### src/rtl/sio_pkg.sv
package sio_pkg;
  typedef enum logic [1:0] {
    MODE_ALT10 = 2'd0,
    MODE_VAR10 = 2'd1,
    MODE_FIX11 = 2'd2,
    MODE_VAR11 = 2'd3
  } sio_mode_e;

  // 11-bit frame modes carry a ninth data bit
  function automatic logic mode_long(input sio_mode_e m);
    return (m == MODE_FIX11) || (m == MODE_VAR11);
  endfunction

  function automatic logic vote3(input logic a, input logic b, input logic c);
    return (a & b) | (a & c) | (b & c);
  endfunction
endpackage

### src/rtl/sio_rate.sv
module sio_rate
  import sio_pkg::*;
(
  input  logic      clk,
  input  logic      rst,
  input  sio_mode_e mode_i,
  input  logic      dbl_i,
  input  logic      baud_tick_i,
  output logic      os_tick_o
);
  logic half_q;

  always_ff @(posedge clk) begin
    if (rst) half_q <= 1'b0;
    else     half_q <= ~half_q;
  end

  always_comb begin
    if (mode_i == MODE_FIX11) os_tick_o = dbl_i | half_q;
    else                      os_tick_o = baud_tick_i;
  end

  // in mode 2 at full rate the oversample tick never drops
  assert_fixed_rate_R3: assert property (@(posedge clk) disable iff (rst)
    (mode_i == MODE_FIX11 && dbl_i) |-> os_tick_o);
  // in mode 2 at half rate two ticks never arrive back to back
  assert_half_rate_R3: assert property (@(posedge clk) disable iff (rst)
    (mode_i == MODE_FIX11 && !dbl_i && os_tick_o) |=>
      (!os_tick_o || mode_i != MODE_FIX11 || dbl_i));
endmodule

### src/rtl/sio_tx.sv
module sio_tx #(
  parameter int DATA_W = 8,
  parameter int OSR    = 16
) (
  input  logic              clk,
  input  logic              rst,
  input  logic              os_tick_i,
  input  logic              long_i,
  input  logic              wr_en_i,
  input  logic [DATA_W-1:0] wr_data_i,
  input  logic              wr_bit9_i,
  input  logic              clr_done_i,
  output logic              txd_o,
  output logic              busy_o,
  output logic              done_o
);
  localparam int FRAME_W = DATA_W + 3;
  localparam int CNT_W   = $clog2(OSR);
  localparam int LEFT_W  = $clog2(FRAME_W + 1);

  logic [FRAME_W-1:0] sh_q;
  logic [LEFT_W-1:0]  left_q;
  logic [CNT_W-1:0]   cnt_q;

  always_ff @(posedge clk) begin
    if (rst) begin
      sh_q   <= '1;
      left_q <= '0;
      cnt_q  <= '0;
      txd_o  <= 1'b1;
      busy_o <= 1'b0;
      done_o <= 1'b0;
    end else begin
      if (clr_done_i) done_o <= 1'b0;
      if (!busy_o) begin
        if (wr_en_i) begin
          sh_q   <= long_i ? {1'b1, wr_bit9_i, wr_data_i, 1'b0}
                           : {1'b1, 1'b1, wr_data_i, 1'b0};
          left_q <= long_i ? LEFT_W'(FRAME_W) : LEFT_W'(FRAME_W - 1);
          cnt_q  <= '0;
          busy_o <= 1'b1;
          txd_o  <= 1'b0;
        end
      end else if (os_tick_i) begin
        if (cnt_q == CNT_W'(OSR - 1)) begin
          cnt_q <= '0;
          if (left_q == LEFT_W'(1)) begin
            busy_o <= 1'b0;
            txd_o  <= 1'b1;
          end else begin
            sh_q   <= {1'b1, sh_q[FRAME_W-1:1]};
            left_q <= left_q - LEFT_W'(1);
            txd_o  <= sh_q[1];
            if (left_q == LEFT_W'(2)) done_o <= 1'b1;
          end
        end else begin
          cnt_q <= cnt_q + CNT_W'(1);
        end
      end
    end
  end

  // a write during a frame leaves the frame contents alone
  assert_ignore_busy_write_R5: assert property (@(posedge clk) disable iff (rst)
    (busy_o && wr_en_i && !os_tick_i) |=> $stable(sh_q) && $stable(left_q));
  // done rises together with the stop bit on the line
  assert_done_on_stop_R4: assert property (@(posedge clk) disable iff (rst)
    $rose(done_o) |-> (txd_o && busy_o));
endmodule

### src/rtl/sio_rx.sv
module sio_rx
  import sio_pkg::*;
#(
  parameter int DATA_W = 8,
  parameter int OSR    = 16
) (
  input  logic              clk,
  input  logic              rst,
  input  logic              os_tick_i,
  input  logic              long_i,
  input  logic              rxd_i,
  input  logic              clr_done_i,
  input  logic              clr_fe_i,
  output logic [DATA_W-1:0] data_o,
  output logic              bit9_o,
  output logic              done_o,
  output logic              fe_o
);
  localparam int FRAME_W = DATA_W + 3;
  localparam int CNT_W   = $clog2(OSR);
  localparam int IDX_W   = $clog2(FRAME_W);
  localparam int SMP_A   = OSR / 2 - 1;
  localparam int SMP_B   = OSR / 2;
  localparam int SMP_C   = OSR / 2 + 1;

  logic              s1_q, s2_q, prev_q, act_q, long_q, va_q, vb_q, b9_q;
  logic [CNT_W-1:0]  cnt_q;
  logic [IDX_W-1:0]  idx_q;
  logic [DATA_W-1:0] sh_q;
  logic              bit_now;
  logic [IDX_W-1:0]  last_idx;

  always_comb begin
    bit_now  = vote3(va_q, vb_q, s2_q);
    last_idx = long_q ? IDX_W'(FRAME_W - 1) : IDX_W'(FRAME_W - 2);
  end

  always_ff @(posedge clk) begin
    if (rst) begin
      s1_q <= 1'b1; s2_q <= 1'b1; prev_q <= 1'b1;
      act_q <= 1'b0; long_q <= 1'b0; va_q <= 1'b0; vb_q <= 1'b0; b9_q <= 1'b0;
      cnt_q <= '0; idx_q <= '0; sh_q <= '0;
      data_o <= '0; bit9_o <= 1'b0; done_o <= 1'b0; fe_o <= 1'b0;
    end else begin
      s1_q <= rxd_i;
      s2_q <= s1_q;
      if (clr_done_i) done_o <= 1'b0;
      if (clr_fe_i)   fe_o   <= 1'b0;
      if (os_tick_i) begin
        if (!act_q) begin
          prev_q <= s2_q;
          if (prev_q && !s2_q) begin
            act_q  <= 1'b1;
            cnt_q  <= '0;
            idx_q  <= '0;
            long_q <= long_i;
          end
        end else begin
          if (cnt_q == CNT_W'(OSR - 1)) begin
            cnt_q <= '0;
            idx_q <= idx_q + IDX_W'(1);
          end else begin
            cnt_q <= cnt_q + CNT_W'(1);
          end
          if (cnt_q == CNT_W'(SMP_A)) va_q <= s2_q;
          if (cnt_q == CNT_W'(SMP_B)) vb_q <= s2_q;
          if (cnt_q == CNT_W'(SMP_C)) begin
            if (idx_q == '0) begin
              if (bit_now) begin
                act_q  <= 1'b0;
                prev_q <= s2_q;
              end
            end else if (idx_q == last_idx) begin
              act_q  <= 1'b0;
              prev_q <= s2_q;
              done_o <= 1'b1;
              data_o <= sh_q;
              bit9_o <= long_q ? b9_q : bit_now;
              if (!bit_now) fe_o <= 1'b1;
            end else if (idx_q <= IDX_W'(DATA_W)) begin
              sh_q <= {bit_now, sh_q[DATA_W-1:1]};
            end else begin
              b9_q <= bit_now;
            end
          end
        end
      end
    end
  end

  // receive-done holds until cleared
  assert_rxdone_hold_R8: assert property (@(posedge clk) disable iff (rst)
    (done_o && !clr_done_i) |=> done_o);
  // framing error holds until cleared
  assert_fe_hold_R9: assert property (@(posedge clk) disable iff (rst)
    (fe_o && !clr_fe_i) |=> fe_o);
  // a new framing error only appears with a completed frame
  assert_fe_with_done_R9: assert property (@(posedge clk) disable iff (rst)
    $rose(fe_o) |-> done_o);
endmodule

### src/rtl/sio_port.sv
module sio_port
  import sio_pkg::*;
#(
  parameter int DATA_W = 8,
  parameter int OSR    = 16
) (
  input  logic              clk,
  input  logic              rst,
  input  logic [1:0]        mode_i,
  input  logic              dbl_rate_i,
  input  logic              fe_show_i,
  input  logic              baud_tick_i,
  input  logic              wr_en_i,
  input  logic [DATA_W-1:0] wr_data_i,
  input  logic              wr_bit9_i,
  input  logic              clr_tx_done_i,
  input  logic              clr_rx_done_i,
  input  logic              clr_fe_i,
  input  logic              rxd_i,
  output logic              txd_o,
  output logic [DATA_W-1:0] rx_data_o,
  output logic              rx_bit9_o,
  output logic              tx_done_o,
  output logic              rx_done_o,
  output logic              fe_o,
  output logic              ctl_top_o
);
  sio_mode_e mode_s;
  logic      os_tick, long_s, tx_busy, past_ok_q;

  assign mode_s = sio_mode_e'(mode_i);
  assign long_s = mode_long(mode_s);

  sio_rate u_rate (
    .clk(clk), .rst(rst), .mode_i(mode_s), .dbl_i(dbl_rate_i),
    .baud_tick_i(baud_tick_i), .os_tick_o(os_tick)
  );

  sio_tx #(.DATA_W(DATA_W), .OSR(OSR)) u_tx (
    .clk(clk), .rst(rst), .os_tick_i(os_tick), .long_i(long_s),
    .wr_en_i(wr_en_i), .wr_data_i(wr_data_i), .wr_bit9_i(wr_bit9_i),
    .clr_done_i(clr_tx_done_i), .txd_o(txd_o), .busy_o(tx_busy),
    .done_o(tx_done_o)
  );

  sio_rx #(.DATA_W(DATA_W), .OSR(OSR)) u_rx (
    .clk(clk), .rst(rst), .os_tick_i(os_tick), .long_i(long_s),
    .rxd_i(rxd_i), .clr_done_i(clr_rx_done_i), .clr_fe_i(clr_fe_i),
    .data_o(rx_data_o), .bit9_o(rx_bit9_o), .done_o(rx_done_o), .fe_o(fe_o)
  );

  always_ff @(posedge clk) begin
    if (rst) begin
      ctl_top_o <= 1'b0;
      past_ok_q <= 1'b0;
    end else begin
      ctl_top_o <= fe_show_i ? fe_o : mode_i[1];
      past_ok_q <= 1'b1;
    end
  end

  // shared status bit follows its selected source one clock later
  assert_ctl_top_R10: assert property (@(posedge clk) disable iff (rst)
    past_ok_q |-> (ctl_top_o == ($past(fe_show_i) ? $past(fe_o) : $past(mode_i[1]))));
  // line rests high whenever no frame is being sent
  assert_idle_line_R1: assert property (@(posedge clk) disable iff (rst)
    !tx_busy |-> txd_o);
endmodule

### config.mk
export PLATFORM = sky130hd
export DESIGN_NAME = sio_port
export DESIGN_NICKNAME = d
export VERILOG_FILES = /design/src/rtl/sio_pkg.sv /design/src/rtl/sio_rate.sv /design/src/rtl/sio_tx.sv /design/src/rtl/sio_rx.sv /design/src/rtl/sio_port.sv
export SDC_FILE = /design/constraint.sdc
export NUM_CORES = 1
export LEC_CHECK = 0
export ABC_AREA = 1
export BUFFER_PORTS_ARGS = -buffer_cell sky130_fd_sc_hd__clkbuf_2
export CELL_PAD_IN_SITES_DETAIL_PLACEMENT = 0
export CELL_PAD_IN_SITES_GLOBAL_PLACEMENT = 2
export CORE_MARGIN = 3
export CORE_UTILIZATION = 29
export DETAILED_ROUTE_END_ITERATION = 8
export GPL_ROUTABILITY_DRIVEN = 0
export PLACE_DENSITY_LB_ADDON = 0.1
export SETUP_SLACK_MARGIN = 0.15
export SLEW_MARGIN = 20
export SYNTH_ARGS = -nofsm -noshare
export SYNTH_HDL_FRONTEND = slang
export SYNTH_SLANG_ARGS = --single-unit
### constraint.sdc
create_clock -name clk -period 1.6 [get_ports clk]
set_input_delay 0.32 -clock clk [delete_from_list [all_inputs] [get_ports clk]]
set_output_delay 0.32 -clock clk [all_outputs]
set_load 0.05 [all_outputs]
==> impl_metrics.csv, run 1 <==
group,metric,value,unit
run_status,status,"finished, final reports clean",
global_route,grt_pass1_wl,11900,um
floorplan,core,8930,um^2
final_layout,area.sequential,1150,um^2
yosys,avgSynthCellArea,6.99,um^2
setup_path,worstPathRequired,1870,ps
hold_path,hold_class,"input port to flop",
global_route,grt_pass1_vias,2492,
floorplan,die_x,103,um
global_route,overflow,0,
yosys,synth_cells,390,
drt,routedWlPerCell,12.7,um
drt,wirelength,7130,um
setup_path,path_cells,"inv_2 -> ha_4 -> nand4_4 -> nor3_4 -> buf_6 -> nand2_2 -> a21oi_1",
yosys,synth_edf_count,0,
clock_tree,h-tree-depth,3,
timing,worst_slack,170,ps
power_and_ir_drop,power.clock.fraction,0.424,
yosys,ys_ff_latch,57,
drt,vias,2592,
drt,drc,0,
hold_path,hp-start,"rxd_i",
final_layout,mostFrequentLayoutCells,"84 x nand2_1, 55 x nor2_1, 48 x dfxtp_1",
timing,slew_viol_final,0,
final_layout,multi_input_area,1540,um^2
setup_path,arrival,1700,ps
timing,grt_setup_unrepaired,"yes",
final_layout,finalNonFillerCells,560,
setup_path,cp-start-kind,"flop",
global_route,gr-usage-all-layers,0.145,
timing,fmax,0.699,GHz
yosys,synth.distinct_cells,31,
placement,port_buffers,34,
final_layout,area_growth,30.6,%
floorplan,die_h,103,um
power_and_ir_drop,seqPwrFrac,0.456,
timing,slew_headroom,0.744,
power_and_ir_drop,worst_ir_drop_vdd,0.000425,V
yosys,ys_warn_count,0,
yosys,syn_area,2730,um^2
timing,fin_crit,1430,ps
final_layout,final_core_util,0.399,
timing,worst_clock_skew,9.28,ps
setup_path,endpoint_kind,"flop",
placement,post_dp_cell_area,3130,um^2
clock_tree,cts_buffers,9,
power_and_ir_drop,p_leak,1.63,nW
floorplan,fp.dieArea,10600,um^2
clock_tree,clk_pin_slew,70,ps
clock_tree,holdBufCountCts,0,
drt,ant_nets,0,
power_and_ir_drop,powerDensity,936,nW/um^2
yosys,synthFlopType,"dfxtp_1",
yosys,synth_fp_nets,420,
timing,hold_viol,0,
setup_path,worstReg2RegStart,"u_rx.cnt_q[1]",
flow_run,cap_violations,0,
placement,post-dp-hpwl,4840,um
setup_path,cp_max_fo,5,
floorplan,ios,35,
final_layout,fillerInstances,972,
final_layout,drive_gt1_frac,0.272,
timing,setup_viol,0,
yosys,synth.yosys.seq_area_share,0.419,
power_and_ir_drop,swShare,0.254,
power_and_ir_drop,pwr-share-comb,0.121,
drt,firstDrtPassIters,4,
setup_path,cp_slowest_cell,"dfxtp_2",
final_layout,fin_nets,477,
power_and_ir_drop,switchingPower,846,uW
yosys,async_flop_share,0,
setup_path,slowest_delay,330,ps
setup_path,critPathLaunch,"u_rx.cnt_q[1]",
clock_tree,cts_tree,"yes",
floorplan,placementRows,34,
floorplan,initial_core_util,0.305,
clock_tree,insertion_delay,330,ps
drt,viasPerCell,4.63,
clock_tree,cts.sinks,57,
clock_tree,clockRootBuffer,"clkbuf_8",
global_route,grt_max_degree,37,
global_route,antenna_found_initial,0,
clock_tree,clk_path_buf_depth,2,
power_and_ir_drop,intPower,2.49,mW
final_layout,diodes,0,
timing,worst_pin_slew,383,ps
setup_path,critPathTopFamily,"simple AND/OR/NAND/NOR gates",
final_layout,layout.cells.most_common,"nand2_1",
timing,setup-tns-final,0,ps
placement,dp.cells,539,
setup_path,cp.buffers_inverters,2,
final_layout,final_area,3560,um^2
timing,final.period_utilization,0.894,
placement,dp_slack,21.1,ps
drt,drtIter0Drc,57,
setup_path,critPathKind,"flop to flop",
[worst paths after layout]
| kind | depth (start not counted) | to | slack (ps) |
|---|---|---|---|
| setup / recovery | 7 | u_rx.fe_o | 170 |
| hold reg to reg | 1 | u_rate.half_q | 410 |
| setup reg to reg | 7 | u_rx.fe_o | 170 |
| hold / removal | 2 | u_rx.s1_q | 170 |
[layer usage]
layer / part of all wire / global-route usage
met1: 0.47 / 0.179
met2: 0.49 / 0.243
met3: 0.036 / 0.0494
met4: 0.010 / 0.0359
met5: 0 / 0
[kinds of logic after synthesis]
kind of cell | count (synthesis) | synth area share
and+or+nand+nor | 218 | 0.353
buffers and inverters | 50 | 0.0725
xor gates and xnor gates | 3 | 0.00964
adders and majority gates | 9 | 0.0413
DFF | 57 | 0.419
AOI/OAI and AO/OA | 53 | 0.105
[synth_stat cells (2+ instances only)]
library cell  number  area share
nand4_1            3      0.0069
buf_2              2      0.0037
dfxtp_1           57        0.42
clkbuf_1          10       0.014
buf_4              2      0.0055
ha_1               9       0.041
nand4_2            2      0.0092
nand3b_1           7       0.019
xor2_1             2      0.0064
o21ai_0           24       0.044
inv_1             34       0.047
nor2_1            60       0.083
nand3_1           42       0.077
a21oi_1           23       0.042
or2_2              4      0.0092
nand2_1           91        0.13
nor3_1             4      0.0073
[power groups by stage]
stage	sequential [mW]	clock (mW)	combinational, mW
finish	1.52	1.41	0.402
global route	1.52	1.54	0.462
CTS	1.51	1.47	0.388
detailed placement	1.54	0	0.381
global placement	1.54	0	0.382
floorplan	1.54	0	0.244
[repair_timing]
| item | CTS | global route |
|---|---|---|
| setup buffers | 2 | 2 |
| setup endpoints to repair | 33 | 44 |
| cloned | 1 | 0 |
| pin swaps | 4 | 14 |
| resized for setup | 23 | 41 |
[stage by stage]
stage	power, mW	hold slack (ps)
after detailed placement	1.92	398
final	3.33	171
after global routing	3.52	143
after CTS	3.37	154
after floorplan	1.79	389
after global placement	1.92	395
[flip-flops by register name, summed over array words and instances (netlist names), 4 cells and up]
name and flops:
u_tx.left_q 4, u_rx.cnt_q 4, u_tx.sh_q 9, u_rx.data_o 8, u_rx.idx_q 4, u_tx.cnt_q 4
u_rx.sh_q 8
[area by class of cell]
cell class	instances	share of cell area
clock buffer	14	0.0485
clock inverter	2	0.00984
inverter	36	0.0379
multi-input combinational	283	0.433
sequential	57	0.324
tap	108	0.0379
timing repair buffer	60	0.109
(Power assumes the default switching activity.)
==> run 2: changes to the inputs <==
Settings changed: CELL_PAD_IN_SITES_DETAIL_PLACEMENT 0 to 1, CELL_PAD_IN_SITES_GLOBAL_PLACEMENT 2 to 1, CORE_UTILIZATION 29 to 37, PLACE_DENSITY set to 0.73, PLACE_DENSITY_LB_ADDON 0.1 to unset.
==> impl_metrics.csv, run 2 (synthesis results as in run 1) <==
group,metric,value,unit
drt,firstDrtPassIters,4,
global_route,overflow,0,
placement,port_buffers,34,
timing,slew_headroom,0.807,
drt,drc,0,
setup_path,worstReg2RegStart,"u_rx.cnt_q[1]",
final_layout,drive_gt1_frac,0.278,
timing,slew_viol_final,0,
placement,post-dp-hpwl,5260,um
global_route,grt_max_degree,25,
setup_path,arrival,1730,ps
placement,dp.cells,525,
hold_path,whs_path_depth,2,
floorplan,ios,35,
final_layout,largest_reg_flops,9,
setup_path,cp_max_fo,5,
timing,worst_clock_skew,5.14,ps
setup_path,endpoint_kind,"flop",
final_layout,mostFrequentLayoutCells,"85 x nand2_1, 55 x nor2_1, 42 x dfxtp_1",
setup_path,critPathKind,"flop to flop",
clock_tree,insertion_delay,340,ps
final_layout,diodes,0,
power_and_ir_drop,worst_ir_drop_vdd,0.000445,V
clock_tree,h-tree-depth,3,
clock_tree,cts_buffers,9,
timing,fmax,0.690,GHz
timing,hold_viol,0,
final_layout,fillerInstances,918,
final_layout,final_area,3490,um^2
timing,grt_setup_unrepaired,"yes",
global_route,gr-usage-met3,0.0418,
power_and_ir_drop,p_leak,1.62,nW
timing,setup_viol,0,
placement,post_dp_cell_area,3100,um^2
floorplan,core,6980,um^2
final_layout,area.sequential,1160,um^2
setup_path,cp-start-kind,"flop",
floorplan,fp.dieArea,8430,um^2
power_and_ir_drop,powerDensity,887,nW/um^2
global_route,grt_pass1_vias,2773,
final_layout,reg_top3,"u_tx.sh_q: 9 flops, u_rx.data_o: 8 flops, u_rx.sh_q: 8 flops",
final_layout,fin_nets,475,
floorplan,die_x,91.8,um
clock_tree,cts_tree,"yes",
drt,viasPerCell,5.03,
global_route,antenna_found_initial,0,
drt,wirelength,7670,um
clock_tree,clockRootBuffer,"clkbuf_8",
clock_tree,cts.sinks,57,
global_route,gr-usage-all-layers,0.195,
timing,fin_crit,1450,ps
timing,worst_pin_slew,288,ps
floorplan,placementRows,30,
setup_path,timing.rr.end,"u_rx.bit9_o",
final_layout,finalNonFillerCells,545,
floorplan,initial_core_util,0.391,
drt,drtIter0Drc,115,
setup_path,r2r_slack,150,ps
clock_tree,clk_pin_slew,70,ps
flow_run,cap_violations,0,
drt,vias,2740,
drt,routedWlPerCell,14.1,um
final_layout,area_growth,27.9,%
final_layout,regMostFlops,"u_tx.sh_q",
run_status,status,"finished, final reports clean",
final_layout,final_core_util,0.499,
global_route,grt.met1_usage,0.240,
setup_path,worstPathRequired,1880,ps
global_route,grt_use_met2,0.328,
clock_tree,clk_path_buf_depth,2,
setup_path,ff2ff_path_depth,7,
final_layout,multi_input_area,1530,um^2
setup_path,cp-endpoint,"u_rx.bit9_o",
final_layout,layout.cells.most_common,"nand2_1",
power_and_ir_drop,power,3.09,mW
setup_path,critPathLaunch,"u_rx.cnt_q[1]",
hold_path,hp-start,"rxd_i",
timing,final.period_utilization,0.906,
floorplan,die_h,91.8,um
hold_path,hold_class,"input port to flop",
global_route,grt_pass1_wl,13200,um
global_route,top_usage_layer,"met2",
drt,ant_nets,0,
==> run 2: cell types whose count changed in the layout (fill, tap and decap cells not counted), sizes merged <==
cell | previous run | this run
buf | 26 | 24
clkinv | 2 | 3
clkbuf | 48 | 46
clkinvlp | 0 | 1
bufinv | 1 | 0
==> run 2: power breakdown <==
group          switching, mW  internal [mW]
Sequential            0.0418           1.48
Combinational          0.244          0.163
Clock                  0.578          0.591
Total                  0.864           2.23
==> run 2: worst min-delay path by stage <==
stage | slack, ps | to
2_1_floorplan | 390 | u_rx.s2_q
3_3_place_gp | 400 | u_rx.s2_q
3_5_place_dp | 400 | u_rx.s2_q
4_1_cts | 150 | u_rx.s1_q
5_1_grt | 150 | u_rx.s1_q
6_report | 160 | u_rx.s1_q
==> run 2: worst max-delay path, stage by stage, from the launching register on <==
cell     delay [ps]
dfxtp_2         340
inv_2            90
ha_4            150
nand4_4         130
nor3_4          340
buf_6           180
o21ai_2          60
nor2_1          100
==> run 2: what timing repair did <==
item | in CTS | in global routing
setup endpoints to repair | 35 | 42
gates resized for setup | 32 | 36
pin swaps | 6 | 8
cloned | 1 | 0
hold buffers | 0 | 0
buffers inserted | 3 | 1
==> run 2: metal layers <==
| metal | up-vias | wire length, um |
|---|---|---|
| li1 | 1374 | - |
| met1 | 1310 | 3460 |
| met2 | 45 | 3830 |
| met3 | 11 | 289 |
| met4 | 0 | 95 |
| met5 | - | 0 |
==> run 2: cell type report <==
type / count / area share
clock inverters: 3 / 0.00502
inverters: 36 / 0.0395
flip-flops and latches: 57 / 0.333
well taps: 96 / 0.0344
clock buffers: 12 / 0.0416
repair buffers: 58 / 0.107
multi-input cells: 283 / 0.439
==> run 2: through the flow <==
step	worst slack, ps	TNS (ps)	hold slack [ps]
2_1_floorplan	151	0	389
6_report	150	0	162
5_1_grt	65.2	0	152
3_5_place_dp	-27.4	-249	402
4_1_cts	147	0	150
3_3_place_gp	51.0	0	396
